File: src/rtl/dac_reg_pkg.sv
package dac_reg_pkg;

    // Command byte bit positions decoded by the input stage
    localparam int CMD_REF_BIT  = 2;
    localparam int CMD_SHDN_BIT = 1;
    localparam int CMD_SYNC_BIT = 0;

    typedef enum logic [1:0] {
        PH_IDLE = 2'd0,
        PH_CMD  = 2'd1,
        PH_LO   = 2'd2
    } phase_e;

    typedef struct packed {
        logic vref_int;
        logic shdn;
        logic sync_mode;
    } ctl_t;

    localparam ctl_t CTL_RESET = '{vref_int: 1'b0, shdn: 1'b0, sync_mode: 1'b0};

endpackage

File: src/rtl/dac_phase_trk.sv
module dac_phase_trk
    import dac_reg_pkg::*;
(
    input  logic clk,
    input  logic rst_n,
    input  logic ev_cmd,
    input  logic ev_lo,
    input  logic ev_hi,
    input  logic ev_end,
    output logic cap_cmd,
    output logic cap_lo,
    output logic cap_hi
);

    typedef struct packed {
        phase_e phase;
    } st_t;

    st_t st_d, st_q;

    always_comb begin
        st_d    = st_q;
        cap_cmd = ev_cmd;
        cap_lo  = ev_lo && (st_q.phase == PH_CMD);
        cap_hi  = ev_hi && (st_q.phase == PH_LO);
        if (ev_end) begin
            st_d.phase = PH_IDLE;
        end else if (cap_cmd) begin
            st_d.phase = PH_CMD;
        end else if (cap_lo) begin
            st_d.phase = PH_LO;
        end else if (cap_hi) begin
            st_d.phase = PH_IDLE;
        end
    end

    always_ff @(posedge clk or negedge rst_n) begin
        if (!rst_n) st_q <= '{phase: PH_IDLE};
        else        st_q <= st_d;
    end

    // a high byte is only taken right after an accepted low byte
    assert_hi_after_lo_R10: assert property (@(posedge clk) disable iff (!rst_n)
        cap_hi |-> $past(cap_lo) || $past(st_q.phase == PH_LO))
        else $error("high byte accepted out of order");

endmodule

File: src/rtl/dac_in_stage.sv
module dac_in_stage
    import dac_reg_pkg::*;
#(
    parameter int BYTE_W = 8,
    parameter int CODE_W = 10
) (
    input  logic              clk,
    input  logic              rst_n,
    input  logic              clr,
    input  logic              cap_cmd,
    input  logic              cap_lo,
    input  logic              cap_hi,
    input  logic              ev_abort,
    input  logic [BYTE_W-1:0] byte_i,
    output ctl_t              ctl_o,
    output logic [CODE_W-1:0] code_o
);

    localparam int HI_W = CODE_W - BYTE_W;

    typedef struct packed {
        ctl_t              ctl;
        logic [BYTE_W-1:0] lo;
        logic [CODE_W-1:0] code;
    } st_t;

    st_t st_d, st_q;

    always_comb begin
        st_d = st_q;
        if (clr) begin
            st_d = '{ctl: CTL_RESET, lo: '0, code: '0};
        end else begin
            if (cap_cmd) begin
                st_d.ctl.vref_int  = byte_i[CMD_REF_BIT];
                st_d.ctl.shdn      = byte_i[CMD_SHDN_BIT];
                st_d.ctl.sync_mode = byte_i[CMD_SYNC_BIT];
            end
            if (cap_lo) begin
                st_d.lo = byte_i;
            end
            if (cap_hi) begin
                st_d.code = {byte_i[HI_W-1:0], st_q.lo};
            end
        end
    end

    always_ff @(posedge clk or negedge rst_n) begin
        if (!rst_n) st_q <= '{ctl: CTL_RESET, lo: '0, code: '0};
        else        st_q <= st_d;
    end

    assign ctl_o  = st_q.ctl;
    assign code_o = st_q.code;

    // an interrupted transaction never alters the committed input code
    assert_keep_code_R9: assert property (@(posedge clk) disable iff (!rst_n)
        (ev_abort && !clr) |=> $stable(code_o))
        else $error("abort changed the input code");

endmodule

File: src/rtl/dac_upd_ctrl.sv
module dac_upd_ctrl (
    input  logic clk,
    input  logic rst_n,
    input  logic ev_stop,
    input  logic ev_sync,
    input  logic sync_flag,
    input  logic sync_mode,
    output logic xfer,
    output logic clr
);

    always_comb begin
        clr  = ev_sync && !sync_flag;
        xfer = 1'b0;
        if (!clr) begin
            if (sync_mode) xfer = ev_sync && sync_flag;
            else           xfer = ev_stop;
        end
    end

    // a flagged sync in stop-update mode moves nothing
    assert_sync_ignored_R7: assert property (@(posedge clk) disable iff (!rst_n)
        (ev_sync && sync_flag && !sync_mode) |-> !xfer)
        else $error("sync transferred in stop mode");

    // a stop in sync mode moves nothing
    assert_stop_held_R6: assert property (@(posedge clk) disable iff (!rst_n)
        (ev_stop && sync_mode) |-> !xfer)
        else $error("stop transferred in sync mode");

endmodule

File: src/rtl/dac_out_stage.sv
module dac_out_stage #(
    parameter int CODE_W = 10
) (
    input  logic              clk,
    input  logic              rst_n,
    input  logic              xfer,
    input  logic              clr,
    input  logic              in_ref,
    input  logic              in_shdn,
    input  logic [CODE_W-1:0] in_code,
    output logic [CODE_W-1:0] code_o,
    output logic              ref_o,
    output logic              shdn_o
);

    typedef struct packed {
        logic [CODE_W-1:0] code;
        logic              vref;
        logic              shdn;
    } st_t;

    st_t st_d, st_q;

    always_comb begin
        st_d = st_q;
        if (clr) begin
            st_d = '{code: '0, vref: 1'b0, shdn: 1'b0};
        end else if (xfer) begin
            st_d = '{code: in_code, vref: in_ref, shdn: in_shdn};
        end
    end

    always_ff @(posedge clk or negedge rst_n) begin
        if (!rst_n) st_q <= '{code: '0, vref: 1'b0, shdn: 1'b0};
        else        st_q <= st_d;
    end

    assign code_o = st_q.code;
    assign ref_o  = st_q.vref;
    assign shdn_o = st_q.shdn;

    // without a strobe every output holds
    assert_hold_R5: assert property (@(posedge clk) disable iff (!rst_n)
        !(xfer || clr) |=> ($stable(code_o) && $stable(ref_o) && $stable(shdn_o)))
        else $error("output changed without strobe");

    // a clear drives all outputs to zero
    assert_clear_R8: assert property (@(posedge clk) disable iff (!rst_n)
        clr |=> (code_o == '0 && !ref_o && !shdn_o))
        else $error("clear did not zero outputs");

endmodule

File: src/rtl/dac_reg_ctrl.sv
module dac_reg_ctrl
    import dac_reg_pkg::*;
#(
    parameter int BYTE_W = 8,
    parameter int CODE_W = 10
) (
    input  logic              clk,
    input  logic              rst_n,
    input  logic [BYTE_W-1:0] byte_i,
    input  logic              cmd_ack_i,
    input  logic              lo_ack_i,
    input  logic              hi_ack_i,
    input  logic              stop_i,
    input  logic              sync_i,
    input  logic              sync_flag_i,
    input  logic              abort_i,
    output logic [CODE_W-1:0] dac_code_o,
    output logic              vref_int_o,
    output logic              shutdown_o
);

    logic              cap_cmd, cap_lo, cap_hi;
    logic              xfer, clr;
    logic              ev_end;
    ctl_t              in_ctl;
    logic [CODE_W-1:0] in_code;

    assign ev_end = stop_i || sync_i || abort_i;

    dac_phase_trk u_phase (
        .clk     (clk),
        .rst_n   (rst_n),
        .ev_cmd  (cmd_ack_i),
        .ev_lo   (lo_ack_i),
        .ev_hi   (hi_ack_i),
        .ev_end  (ev_end),
        .cap_cmd (cap_cmd),
        .cap_lo  (cap_lo),
        .cap_hi  (cap_hi)
    );

    dac_in_stage #(.BYTE_W(BYTE_W), .CODE_W(CODE_W)) u_in (
        .clk      (clk),
        .rst_n    (rst_n),
        .clr      (clr),
        .cap_cmd  (cap_cmd),
        .cap_lo   (cap_lo),
        .cap_hi   (cap_hi),
        .ev_abort (abort_i),
        .byte_i   (byte_i),
        .ctl_o    (in_ctl),
        .code_o   (in_code)
    );

    dac_upd_ctrl u_upd (
        .clk       (clk),
        .rst_n     (rst_n),
        .ev_stop   (stop_i),
        .ev_sync   (sync_i),
        .sync_flag (sync_flag_i),
        .sync_mode (in_ctl.sync_mode),
        .xfer      (xfer),
        .clr       (clr)
    );

    dac_out_stage #(.CODE_W(CODE_W)) u_out (
        .clk     (clk),
        .rst_n   (rst_n),
        .xfer    (xfer),
        .clr     (clr),
        .in_ref  (in_ctl.vref_int),
        .in_shdn (in_ctl.shdn),
        .in_code (in_code),
        .code_o  (dac_code_o),
        .ref_o   (vref_int_o),
        .shdn_o  (shutdown_o)
    );

    // the front end presents at most one event per cycle
    assert_one_event_R10: assert property (@(posedge clk) disable iff (!rst_n)
        $onehot0({cmd_ack_i, lo_ack_i, hi_ack_i, stop_i, sync_i, abort_i}))
        else $error("several bus events in one cycle");

    // in stop-update mode a stop shows the input code next cycle
    assert_stop_update_R4: assert property (@(posedge clk) disable iff (!rst_n)
        (stop_i && !in_ctl.sync_mode) |=> (dac_code_o == $past(in_code)))
        else $error("stop did not update code");

endmodule

File: config.mk
export PLATFORM = sky130hd
export DESIGN_NAME = dac_reg_ctrl
export DESIGN_NICKNAME = d
export VERILOG_FILES = /design/src/rtl/dac_reg_pkg.sv /design/src/rtl/dac_phase_trk.sv /design/src/rtl/dac_in_stage.sv /design/src/rtl/dac_upd_ctrl.sv /design/src/rtl/dac_out_stage.sv /design/src/rtl/dac_reg_ctrl.sv
export SDC_FILE = /design/constraint.sdc
export NUM_CORES = 1
export LEC_CHECK = 0
export BUFFER_PORTS_ARGS = -buffer_cell sky130_fd_sc_hd__buf_2
export CORE_MARGIN = 1
export CORE_UTILIZATION = 40
export DETAILED_ROUTE_END_ITERATION = 10
export SETUP_SLACK_MARGIN = 0.02
export SYNTH_ARGS = -nofsm -noshare
export SYNTH_HDL_FRONTEND = slang
export SYNTH_SLANG_ARGS = --single-unit
File: constraint.sdc
create_clock -name clk -period 1.54 [get_ports clk]
set_clock_uncertainty 0.05 [all_clocks]
set_input_delay 0.077 -clock clk [delete_from_list [all_inputs] [get_ports clk]]
set_output_delay 0.077 -clock clk [all_outputs]
set_load 0.02 [all_outputs]
==> results of run 1 <==
## per-stage QoR
stage                     instance area (sq um)  hold slack [ps]  total power [mW]
after CTS                                  1920             2.18              1.87
after detailed placement                   1740             2.76              1.14
final                                      1920             4.06              1.85
after global placement                     1740            -2.23              1.13
after floorplan                            1530             -269              1.06
after global routing                       1920             18.9              1.91
## cells by family after synthesis
family,after synthesis,share of synthesized area
AND/OR/NAND/NOR,40,0.133
flip-flops,35,0.574
multiplexers,33,0.251
buffers and inverters,7,0.0262
AO/OA/AOI/OAI,4,0.0156
## final cells by class
type	count	area, sq um	area share
Tap cell	48	60.1	0.0313
Timing Repair Buffer	41	270	0.141
Multi-Input combinational cell	77	611	0.318
Inverter	1	3.75	0.00195
Clock buffer	8	100	0.0521
Sequential cell	35	876	0.456
## state kept, by name, summed over array words and instances, names as in the netlist
signal        count
u_out.shdn_o      1
u_in.ctl_o        3
u_out.code_o     10
u_out.ref_o       1
u_in.code_o      10
u_in.st_q         8
u_phase.st_q      2
## power by group through the flow
stage / clock network [mW] / logic, mW / registers [mW]
2_1_floorplan: 0 / 0.0841 / 0.981
3_3_place_gp: 0 / 0.158 / 0.974
3_5_place_dp: 0 / 0.162 / 0.975
4_1_cts: 0.736 / 0.177 / 0.958
5_1_grt: 0.758 / 0.194 / 0.961
6_report: 0.720 / 0.176 / 0.958
## worst min-delay path, cell delays in order
cell and delay [ps]:
buf_2 90, mux2i_1 60, nor2_1 80
## metal layers
metal | part of all wire | vias up | GRT usage
li1 | - | 481 | -
met1 | 0.50 | 492 | 0.201
met2 | 0.45 | 25 | 0.245
met3 | 0.041 | 2 | 0.0375
met4 | 0.0060 | 0 | 0.0625
met5 | 0 | - | 0
## placed cells by master (no fill, tap or decap)
cell / count
nand3b_1: 2
mux2_1: 2
mux2_4: 10
buf_12: 1
a21oi_1: 2
dfrtp_1: 35
clkbuf_1: 1
buf_4: 4
inv_1: 1
mux2i_1: 21
or4_1: 1
nor2_1: 21
dlygate4sd3_1: 8
clkbuf_8: 7
nor2b_1: 12
nor4_1: 1
and2b_1: 1
buf_2: 28
nand2b_1: 2
o21ai_0: 1
a22o_2: 1
## worst paths after layout
check | start | endpoint | slack [ps] | cells past startpoint
max in group asynchronous | rst_n | u_in.code_o[4]$_DFFE_PN0P_ | 1030 | 3
worst min-delay path | byte_i[2] | u_in.st_q[12]$_DFFE_PN0P_ | 4 | 3
worst min register to register | u_out.code_o[0]$_DFFE_PN0P_ | u_out.code_o[0]$_DFFE_PN0P_ | 450 | 1
worst max register to register | u_in.ctl_o[0]$_DFFE_PN0P_ | u_out.code_o[0]$_DFFE_PN0P_ | 130 | 3
worst max-delay path | u_in.ctl_o[0]$_DFFE_PN0P_ | u_out.code_o[0]$_DFFE_PN0P_ | 130 | 3
min in group asynchronous | rst_n | u_phase.st_q[1]$_DFFE_PN0P_ | 230 | 3
## timing repair
action,CTS,global route
gates resized for setup,1,0
endpoints found under the hold margin,40,0
setup endpoints to repair,12,0
hold buffers,8,0
==> flow_summary.toml, run 1 <==
[layout]
nFillCells = 323
diodes = 0
synthToLayoutAreaGrowth_pct = 25.9
utilization = 0.525
layout.cells.non_filler = 210
drive_above_1_share = 0.315
nets = 178

[clock_network]
clk_pin_slew_worst_paths_ps = 70
cts_sinks = 35
worstSkewPairLatency_ps = 280
cts_buffers = 5
clockRootBuffer = "clkbuf_8"
htreeDepth = 2
cts_tree = "yes"
post-cts-setup-buffer-count = 0
cts.path.max_buffers = 2

[die]
ios = 29
core_sq_um = 3660
die_w_microns = 63.8
initial_core_util = 0.417
die_h_microns = 63.8
dieArea_sq_um = 4060
fp-row-count = 22

[global_routing]
grt_pass1_wl_mm = 4.71
globalRouteTotalUtil = 0.154
grt_pass1_vias = 1001
grt_max_degree = 36
antenna_found_initial = 0
grt_overflow_total = 0

[synthesis]
synth_top_cell_area_share = 0.574
ys_seq_elements = 35
synth.area.top_cells = "dfrtp_1 57%, mux2i_1 14%, mux2_4 9.8%"
ys_warn_count = 0
synth_top_area_cell = "dfrtp_1"
syn_inst = 119
synth_nets = 136
ys_async_sr_fraction = 1.00
ys.flop_type = "dfrtp_1"
syn_area_sq_um = 1530
synth_cell_type_count = 18
synth.most_common_cell = "dfrtp_1"
seq_area_frac_synth = 0.574
synth_top_cells_by_count = "35 x dfrtp_1, 21 x mux2i_1, 21 x nor2_1"
avgSynthCellArea_sq_um = 12.8
synth-edff-count = 0

[setup_path]
critPathMaxStageDelay_ps = 390
start_kind = "flip-flop"
crit_path_end_kind = "flip-flop"
cp_cell_sequence = "nand2b_1 > a22o_2 > mux2_1"
cp.buffers_inverters = 0
required_ps = 1660
critPathMaxFanout = 12
critPathTopFamily = "flip-flops"
worstPathArrival_ps = 1530
cpMaxStageDelayCell = "dfrtp_1"
critPathKind = "flip-flop to flip-flop"

[pwr]
vdd_drop_max_mv = 0.634
leakage_nw = 1.13
power.internal_mw = 1.44
clkPwrFrac = 0.388
pwr-share-comb = 0.095
p_seq_frac = 0.517
p_switching_mw = 0.418
switching_share = 0.226
power_density_nw_per_um2 = 965

[run]
maxCapViolCount = 0

[outcome]
outcome = "complete, no violations"

[sta]
final.setup.tns_ps = 0
rsz0062_at_grt = "false"
slew_viol_final = 0
period_share = 0.916
fmax_ghz = 0.709
finalHoldViolCount = 0
tightest_slew_ps = 375
fin_ws_ps = 129
setup_viol = 0
relSlewSlack = 0.750
fin_crit_ps = 1410

[place]
dp_hpwl_mm = 1.89
dp.cells = 194
portBuffers = 28
dp_slack_ps = -66.7
gp_congestion = 0.691

[route]
drcViolationCount = 0
routed_via_density = 4.76
dr_total_vias = 1000
wl_per_cell_microns = 13.5
drt_iter0_drc = 38
drt_pass1_iterations = 4
ant_nets = 0
routed_wl_mm = 2.84

[min_path]
hp-class = "primary input to flip-flop"
Note: power is estimated with default switching activity, not from simulation.
==> inputs of run 2 (changes only) <==
Settings changed: CTS_BUF_LIST set to sky130_fd_sc_hd__clkbuf_16, GPL_ROUTABILITY_DRIVEN set to 1.
==> run 2 against run 1 <==
- sequential share of layout area down 0.15 points
- core utilization grew 0.17 points
- routed wire length fell by 2.1%
- clock-buffer cell count is 3 lower
- clock power up 27%
- sequential power barely moved
- highest routed layer unchanged
==> flow_summary.toml, run 2 (same netlist as run 1, synthesis figures left out) <==
[outcome]
outcome = "complete, no violations"

[place]
dp_hpwl_mm = 1.89
portBuffers = 28
gp_congestion = 0.691

[route]
drt_pass1_iterations = 4
drt_iter0_drc = 24
drcViolationCount = 0
wl_per_cell_microns = 13.4
routed_via_density = 4.74
ant_nets = 0
routed_wl_mm = 2.78
dr_total_vias = 982

[global_routing]
antenna_found_initial = 0
grt_overflow_total = 0
grt_pass1_vias = 970
globalRouteTotalUtil = 0.153
grt_pass1_wl_mm = 4.66
grt_max_degree = 36

[layout]
nFillCells = 317
final_common_cell = "dfrtp_1"
nets = 175
drive_above_1_share = 0.308
layout_common_cells = "35 x dfrtp_1, 28 x buf_2, 21 x mux2i_1, 21 x nor2_1, 12 x nor2b_1"
diodes = 0
synthToLayoutAreaGrowth_pct = 26.3

[sta]
fin_crit_ps = 1410
slew_viol_final = 0
relSlewSlack = 0.748
rsz0062_at_grt = "false"
holdWs_ps = 1.77
tightest_slew_ps = 378
fmax_ghz = 0.710
finalHoldViolCount = 0
period_share = 0.914
setup_viol = 0

[die]
fp-row-count = 22
ios = 29
core_sq_um = 3660
initial_core_util = 0.417
die_w_microns = 63.8
dieArea_sq_um = 4060
die_h_microns = 63.8

[setup_path]
cp_cell_sequence = "nand2b_1 > a22o_2 > mux2_1"
crit_path_end_kind = "flip-flop"
rr_worst_depth = 3
worstPathArrival_ps = 1510
start_kind = "flip-flop"
critPathMaxStageDelay_ps = 390
cpMaxStageDelayCell = "dfrtp_1"
required_ps = 1640
critPathMaxFanout = 12
critPathKind = "flip-flop to flip-flop"

[clock_network]
htreeDepth = 2
clk_pin_slew_worst_paths_ps = 50
worstSkewPairLatency_ps = 270
cts_tree = "yes"
cts.path.max_buffers = 2
cts_sinks = 35
clockRootBuffer = "clkbuf_16"
cts_buffers = 5

[min_path]
holdPathStages = 3
hp-class = "primary input to flip-flop"

[pwr]
leakage_nw = 1.13
total_power_mw = 2.04
vdd_drop_max_mv = 0.477
power_density_nw_per_um2 = 1060

[run]
maxCapViolCount = 0
-- run 2: changes by cell type in the layout (fill, tap and decap cells not counted), sizes merged --
| cell | previous run | this run |
|---|---|---|
| clkbuf | 8 | 5 |
| dlygate4sd3 | 8 | 5 |
| clkinv | 0 | 2 |
| inv | 1 | 2 |
-- run 2: worst paths after layout --
check,end,slack [ps],from
worst max-delay path,u_out.code_o[0]$_DFFE_PN0P_,130,u_in.ctl_o[0]$_DFFE_PN0P_
worst min-delay path,u_in.st_q[15]$_DFFE_PN0P_,2,byte_i[5]
worst max register to register,u_out.code_o[0]$_DFFE_PN0P_,130,u_in.ctl_o[0]$_DFFE_PN0P_
worst min register to register,u_out.code_o[0]$_DFFE_PN0P_,440,u_out.code_o[0]$_DFFE_PN0P_
max in group asynchronous,u_in.code_o[4]$_DFFE_PN0P_,1010,rst_n
min in group asynchronous,u_phase.st_q[1]$_DFFE_PN0P_,250,rst_n
-- run 2: worst max-delay path, delay by kind of cell (launching register included) --
family / cells / cell delay [ps]
simple gates: 1 / 140
compound gates: 1 / 350
mux: 1 / 360
flops: 1 / 390
-- run 2: power breakdown --
part | internal, mW | switching [mW]
Clock | 0.580 | 0.331
Sequential | 0.945 | 0.0150
Combinational | 0.0797 | 0.0900
Total | 1.61 | 0.436
-- run 2: repair_timing --
action	4_1_cts	5_1_grt
buffers inserted	0	0
endpoints found under the hold margin	37	0
resized for setup	1	0
hold buffers	5	0
endpoints found under the setup margin	12	0
-- run 2: layer usage --
metal,vias to the layer above,part of all wire,global-route usage
met5,-,0,0
met4,0,0.0047,0.0511
met3,2,0.033,0.0429
met2,23,0.45,0.241
met1,480,0.51,0.204
li1,477,-,-
-- run 2: final cells by class --
cell class | count | area (sq um) | share of cell area
Multi-Input combinational cell | 77 | 611 | 0.317
Timing Repair Buffer | 38 | 240 | 0.125
Clock inverter | 3 | 11.3 | 0.00584
Clock buffer | 5 | 125 | 0.0649
Tap cell | 48 | 60.1 | 0.0312
Sequential cell | 35 | 876 | 0.455
Inverter | 1 | 3.75 | 0.00195
-- run 2: stage by stage --
stage | setup WS, ps | TNS [ps] | util | instances | area (sq um)
after detailed placement | -66.7 | -342 | 0.475 | 194 | 1740
after CTS | 130 | 0 | 0.526 | 207 | 1930
after global routing | 88.0 | 0 | 0.526 | 207 | 1930
after global placement | -19.4 | -37.2 | 0.475 | 194 | 1740
after floorplan | 211 | 0 | - | 119 | 1530
final | 132 | 0 | 0.526 | 207 | 1930
